$ cat src/rtl/adc_scan_pkg.sv
package adc_scan_pkg;

  typedef enum logic [2:0] {
    ST_IDLE,
    ST_DELAY,
    ST_SAMPLE,
    ST_REQ,
    ST_WAIT
  } seq_state_e;

endpackage

$ cat src/rtl/adc_scan_delay.sv
// Free-running prescaler; the start delay length is derived from its phase.
module adc_scan_delay #(
  parameter int PRE_DIV = 4,
  parameter int CNT_W   = 3
) (
  input  logic             clk,
  input  logic             rst_n,
  output logic [CNT_W-1:0] delay_len
);
  localparam int PW = (PRE_DIV > 1) ? $clog2(PRE_DIV) : 1;

  logic [PW-1:0] pre_cnt;

  always_ff @(posedge clk) begin
    if (!rst_n) begin
      pre_cnt <= '0;
    end else if (pre_cnt == PW'(PRE_DIV - 1)) begin
      pre_cnt <= '0;
    end else begin
      pre_cnt <= pre_cnt + 1'b1;
    end
  end

  // Range 1..PRE_DIV: a write early in the prescaler period waits longest.
  assign delay_len = CNT_W'(PRE_DIV) - CNT_W'(pre_cnt);

endmodule

$ cat src/rtl/adc_scan_resbank.sv
// Per-channel result registers with one write port and one read port.
module adc_scan_resbank #(
  parameter int NUM_CH = 8,
  parameter int RES_W  = 10,
  parameter int CH_W   = 3
) (
  input  logic             clk,
  input  logic             rst_n,
  input  logic             we,
  input  logic [CH_W-1:0]  waddr,
  input  logic [RES_W-1:0] wdata,
  input  logic [CH_W-1:0]  raddr,
  output logic [RES_W-1:0] rdata
);
  logic [RES_W-1:0] bank [NUM_CH];

  for (genvar g = 0; g < NUM_CH; g++) begin : g_slot
    always_ff @(posedge clk) begin
      if (!rst_n) begin
        bank[g] <= '0;
      end else if (we && (waddr == CH_W'(g))) begin
        bank[g] <= wdata;
      end
    end
  end

  assign rdata = bank[raddr];

endmodule

$ cat src/rtl/adc_scan_fsm.sv
// Channel sequencer: start delay, sampling window, request, wait for result.
module adc_scan_fsm
  import adc_scan_pkg::*;
#(
  parameter int CH_W     = 3,
  parameter int GRP_W    = 2,
  parameter int CNT_W    = 3,
  parameter int SAMP_CYC = 3
) (
  input  logic             clk,
  input  logic             rst_n,
  input  logic             go,
  input  logic             stop,
  input  logic [CNT_W-1:0] delay_len,
  input  logic [CH_W-1:0]  grp_first,
  input  logic [GRP_W-1:0] grp_last,
  input  logic             req_ready,
  input  logic             res_valid,
  output logic             sh_en,
  output logic [CH_W-1:0]  sh_ch,
  output logic             req_valid,
  output logic [CH_W-1:0]  req_ch,
  output logic             store_en,
  output logic [CH_W-1:0]  store_ch,
  output logic             pass_done
);
  seq_state_e       st;
  logic [CNT_W-1:0] cnt;
  logic [GRP_W-1:0] idx;
  logic [CH_W-1:0]  first_q;
  logic [GRP_W-1:0] last_q;
  logic [CH_W-1:0]  cur_ch;
  logic             last_slot;

  assign cur_ch    = first_q + CH_W'(idx);
  assign last_slot = (idx == last_q);

  always_ff @(posedge clk) begin
    if (!rst_n) begin
      st      <= ST_IDLE;
      cnt     <= '0;
      idx     <= '0;
      first_q <= '0;
      last_q  <= '0;
    end else if (stop) begin
      st <= ST_IDLE;
    end else if (go) begin
      first_q <= grp_first;
      last_q  <= grp_last;
      idx     <= '0;
      cnt     <= delay_len;
      st      <= ST_DELAY;
    end else begin
      unique case (st)
        ST_DELAY: begin
          if (cnt == CNT_W'(1)) begin
            st  <= ST_SAMPLE;
            cnt <= CNT_W'(SAMP_CYC);
          end else begin
            cnt <= cnt - 1'b1;
          end
        end
        ST_SAMPLE: begin
          if (cnt == CNT_W'(1)) st <= ST_REQ;
          else                  cnt <= cnt - 1'b1;
        end
        ST_REQ: begin
          if (req_ready) st <= ST_WAIT;
        end
        ST_WAIT: begin
          if (res_valid) begin
            st  <= ST_SAMPLE;
            cnt <= CNT_W'(SAMP_CYC);
            idx <= last_slot ? '0 : idx + 1'b1;
          end
        end
        default: ;
      endcase
    end
  end

  assign sh_en     = (st == ST_SAMPLE);
  assign sh_ch     = cur_ch;
  assign req_valid = (st == ST_REQ);
  assign req_ch    = cur_ch;
  assign store_en  = (st == ST_WAIT) && res_valid && !stop;
  assign store_ch  = cur_ch;
  assign pass_done = store_en && last_slot;

endmodule

$ cat src/rtl/adc_scan_seq.sv
// Top: control bits, completion flag, interrupt, sequencer and result bank.
module adc_scan_seq #(
  parameter int NUM_CH   = 8,
  parameter int RES_W    = 10,
  parameter int PRE_DIV  = 4,
  parameter int SAMP_CYC = 3,
  parameter int MAX_GRP  = 4,
  localparam int CH_W    = $clog2(NUM_CH),
  localparam int GRP_W   = $clog2(MAX_GRP)
) (
  input  logic             clk,
  input  logic             rst_n,
  input  logic             cfg_we,
  input  logic             cfg_start,
  input  logic             cfg_irq_en,
  input  logic [CH_W-1:0]  cfg_first,
  input  logic [GRP_W-1:0] cfg_cnt,
  input  logic             flag_clr,
  input  logic [CH_W-1:0]  rd_sel,
  output logic [RES_W-1:0] rd_data,
  output logic             done_flag,
  output logic             irq,
  output logic             sh_en,
  output logic [CH_W-1:0]  sh_ch,
  output logic             req_valid,
  input  logic             req_ready,
  output logic [CH_W-1:0]  req_ch,
  input  logic             res_valid,
  output logic             res_ready,
  input  logic [RES_W-1:0] res_data
);
  localparam int CNT_MAX = (PRE_DIV > SAMP_CYC) ? PRE_DIV : SAMP_CYC;
  localparam int CNT_W   = $clog2(CNT_MAX + 1);

  logic             start_q;
  logic             ie_q;
  logic             flag_q;
  logic             rdy_q;
  logic             go;
  logic             stop;
  logic [CNT_W-1:0] delay_len;
  logic             store_en;
  logic [CH_W-1:0]  store_ch;
  logic             pass_done;

  assign stop = cfg_we && !cfg_start;
  assign go   = cfg_we && cfg_start && !start_q;

  always_ff @(posedge clk) begin
    if (!rst_n) begin
      start_q <= 1'b0;
      ie_q    <= 1'b0;
      flag_q  <= 1'b0;
      rdy_q   <= 1'b0;
    end else begin
      rdy_q <= 1'b1;
      if (cfg_we) begin
        start_q <= cfg_start;
        ie_q    <= cfg_irq_en;
      end
      if (pass_done)     flag_q <= 1'b1;
      else if (flag_clr) flag_q <= 1'b0;
    end
  end

  assign done_flag = flag_q;
  assign irq       = flag_q && ie_q;
  assign res_ready = rdy_q;

  adc_scan_delay #(
    .PRE_DIV (PRE_DIV),
    .CNT_W   (CNT_W)
  ) u_delay (
    .clk       (clk),
    .rst_n     (rst_n),
    .delay_len (delay_len)
  );

  adc_scan_fsm #(
    .CH_W     (CH_W),
    .GRP_W    (GRP_W),
    .CNT_W    (CNT_W),
    .SAMP_CYC (SAMP_CYC)
  ) u_fsm (
    .clk       (clk),
    .rst_n     (rst_n),
    .go        (go),
    .stop      (stop),
    .delay_len (delay_len),
    .grp_first (cfg_first),
    .grp_last  (cfg_cnt),
    .req_ready (req_ready),
    .res_valid (res_valid),
    .sh_en     (sh_en),
    .sh_ch     (sh_ch),
    .req_valid (req_valid),
    .req_ch    (req_ch),
    .store_en  (store_en),
    .store_ch  (store_ch),
    .pass_done (pass_done)
  );

  adc_scan_resbank #(
    .NUM_CH (NUM_CH),
    .RES_W  (RES_W),
    .CH_W   (CH_W)
  ) u_bank (
    .clk   (clk),
    .rst_n (rst_n),
    .we    (store_en),
    .waddr (store_ch),
    .wdata (res_data),
    .raddr (rd_sel),
    .rdata (rd_data)
  );

endmodule

$ cat config.mk
export PLATFORM = sky130hd
export DESIGN_NAME = adc_scan_seq
export DESIGN_NICKNAME = d
export VERILOG_FILES = /design/src/rtl/adc_scan_pkg.sv /design/src/rtl/adc_scan_delay.sv /design/src/rtl/adc_scan_resbank.sv /design/src/rtl/adc_scan_fsm.sv /design/src/rtl/adc_scan_seq.sv
export SDC_FILE = /design/constraint.sdc
export NUM_CORES = 1
export LEC_CHECK = 0
export ABC_AREA = 1
export BUFFER_PORTS_ARGS = -buffer_cell sky130_fd_sc_hd__clkbuf_2
export CORE_MARGIN = 4
export CORE_UTILIZATION = 30
export DETAILED_ROUTE_END_ITERATION = 10
export HOLD_SLACK_MARGIN = 0.06
export PLACE_DENSITY = 0.52
export SLEW_MARGIN = 25
export SYNTH_ARGS = -nofsm -noshare
export SYNTH_HDL_FRONTEND = slang
export SYNTH_SLANG_ARGS = --single-unit
$ cat constraint.sdc
create_clock -name clk -period 2.55 [get_ports clk]
set_input_delay 0.3825 -clock clk [delete_from_list [all_inputs] [get_ports clk]]
set_output_delay 0.3825 -clock clk [all_outputs]
set_load 0.1 [all_outputs]
==> impl_metrics.py <==
metrics = {
    "critical_path": {
        "cp_max_fo": 5,
        "critical_path_class": "flop to output pin",
        "arrival_ps": 2070,
        "cp-end-kind": "output pin",
        "worst_path_largest_cell_delay_ps": 620,
        "cp_slowest_cell": "fa_2",
        "crit_chain": "ha_1, inv_1, fa_2, clkinvlp_4, clkbuf_4",
        "critical_path_required_ps": 2170,
        "worstSetupStartpointType": "flop",
    },
    "sta": {
        "worst_slew_pin_slew_ps": 708.6,
        "max-slew-margin-rel": 0.5276,
        "finalCritPeriodShare": 0.9623,
        "rsz0062_at_grt": "false",
        "setup_viol": 0,
        "setup_tns_ps": 0,
        "final.min_clock_period_ps": 2454,
        "setup_ws_ps": 96.17,
        "clock_skew_ps": 5.466,
        "finalHoldViolations": 0,
        "fin_hold_ws_ps": 254.7,
        "max_freq_mhz": 407.5,
        "drv_slew": 0,
    },
    "cts": {
        "cts_hold_buf": 0,
        "clock-sinks": 99,
        "cts_buffers": 9,
        "cts_tree": "yes",
        "post_cts_buffers": 0,
        "clock-root-buffer": "clkbuf_16",
        "path_clk_slew_ps": 70,
        "cts_max_level": 3,
        "clk_latency_ps": 350,
        "cts_resized": 2,
        "clockBufferDepth": 2,
    },
    "placed_design": {
        "portBuffers": 46,
        "place_ws_ps": 85.72,
        "dpl.hpwl_um": 8249,
        "dp_cells": 777,
        "post_dp_cell_area_mm2": 0.005515,
        "gp_congestion": 0.8004,
    },
    "floorplan": {
        "die-area_mm2": 0.01819,
        "die_w_um": 134.9,
        "start_util": 0.3051,
        "die-height_um": 134.9,
        "io_pins": 47,
        "num_rows": 46,
        "core_area_mm2": 0.01583,
    },
    "synthesis": {
        "ys.flop_type": "edfxtp_1",
        "yosysMostFrequentCell": "nor2_1",
        "ys_warn_count": 0,
        "synth-seq-area-share": 0.5762,
        "synth.distinct_cells": 29,
        "syn_nets": 557,
        "synth_top_area_share": 0.4974,
        "synth_async_sr_flop_share": 0,
        "synth_largest_area_cell": "edfxtp_1",
        "synthTopCellsByArea": "edfxtp_1 50%, nor2_1 13%, dfxtp_1 7.9%, nand2_1 6.9%, o32ai_1 3.6%",
        "synthTopCellsByCount": "171 x nor2_1, 89 x nand2_1, 80 x edfxtp_1",
        "synth_edf_count": 80,
        "syn_inst": 525,
        "synth_seq_cells": 99,
        "synth_area_per_cell_um2": 9.199,
        "synth_area_mm2": 0.004830,
    },
    "layout": {
        "n_antenna_cell": 0,
        "area_growth_pct": 20.85,
        "stdcell_count": 793,
        "nets": 604,
        "stdcell_area_mm2": 0.005837,
        "fin_util": 0.3688,
        "drive_above_1_share": 0.1716,
    },
    "detailed_routing": {
        "drt-total-wl_um": 11520,
        "vias_per_cell": 4.550,
        "drt_iter0_drc": 267,
        "ant_nets": 0,
        "drc": 0,
        "vias": 3608,
        "drt_pre_antenna_iters": 4,
        "routedWlPerCell_um": 14.52,
    },
    "grt": {
        "grt_max_degree": 41,
        "antenna_found_initial": 0,
        "grt_usage": 0.1318,
        "grt_overflow": 0,
        "grt_pass1_vias": 3597,
        "grt_pass1_wl_um": 18490,
    },
    "hold_path": {
        "hp-class": "primary input to flop",
    },
    "status": {
        "status": "finished clean",
    },
    "pwr": {
        "vdd_drop_max_mv": 0.3428,
        "leakage_nw": 2.424,
        "p_per_area_mw_per_mm2": 683.2,
        "finalPower_mw": 3.988,
    },
    "run": {
        "maxCapViolCount": 0,
    },
}
## power breakdown
group | internal, mW | switching [mW]
logic | 0.220 | 0.525
registers | 1.81 | 0.0360
clock network | 0.772 | 0.620
total | 2.81 | 1.18
## per-layer routing
layer | global-route usage | share of wire | vias to the layer above
li1 | - | - | 1825
met1 | 0.1614 | 0.43 | 1677
met2 | 0.2279 | 0.50 | 95
met3 | 0.04173 | 0.062 | 11
met4 | 0.02941 | 0.010 | 0
met5 | 0 | 0 | -
## worst max-delay path: cells and delay by family, from the launching register on
kind                     cells  cell delay (ps)
buffers and inverters        3              500
adder cells (fa/ha/maj)      2              800
flip-flops                   1              420
## cell type report
class,instances,area [µm²]
multi-input cells,354,1800
fillers,1585,9991
flip-flops and latches,99,2783
repair buffers,57,485.5
inverters,51,197.7
clock inverters,6,71.32
clock buffers,10,229.0
well taps,216,270.3
## placed cells by master (no fill, tap or decap), types with 2 or more instances in the layout
master,synthesis,final
a21oi_1,8,8
buf_12,0,11
buf_4,3,12
clkbuf_16,0,9
clkbuf_2,0,32
clkbuf_4,0,2
clkinvlp_4,0,3
dfxtp_1,19,19
edfxtp_1,80,80
ha_1,5,5
inv_1,44,43
inv_2,5,5
inv_6,0,3
nand2_1,89,85
nand2_2,0,2
nand2_4,0,2
nand3_1,8,8
nand3_4,9,9
nand4_1,5,5
nor2_1,171,170
nor2_8,2,2
o21ai_0,27,27
o32ai_1,20,20
## kinds of logic after synthesis
group / count (synthesis) / share of synthesized area
compound gates: 58 / 0.07695
xor+xnor: 2 / 0.005183
fa+ha+maj: 6 / 0.01710
buf+inv: 72 / 0.05958
flops: 99 / 0.5762
simple gates: 288 / 0.2650
## path summary, 6_finish.rpt
| kind | from | endpoint | slack (ps) | cells past startpoint |
|---|---|---|---|---|
| min reg2reg | start_q | start_q | 460 | 2 |
| max reg2reg | u_fsm.idx[0] | u_bank.bank[1][2] | 260 | 9 |
| min | cfg_irq_en | ie_q | 250 | 3 |
| max | u_fsm.idx[0] | req_ch[1] | 100 | 5 |
## registers in the layout, summed over array words and instances (netlist names)
name	flops
done_flag	1
ie_q	1
res_ready	1
start_q	1
u_bank.bank	80
u_delay.pre_cnt	2
u_fsm.cnt	3
u_fsm.first_q	3
u_fsm.idx	2
u_fsm.last_q	2
u_fsm.st	3
Power figures use the tool's default switching activity.
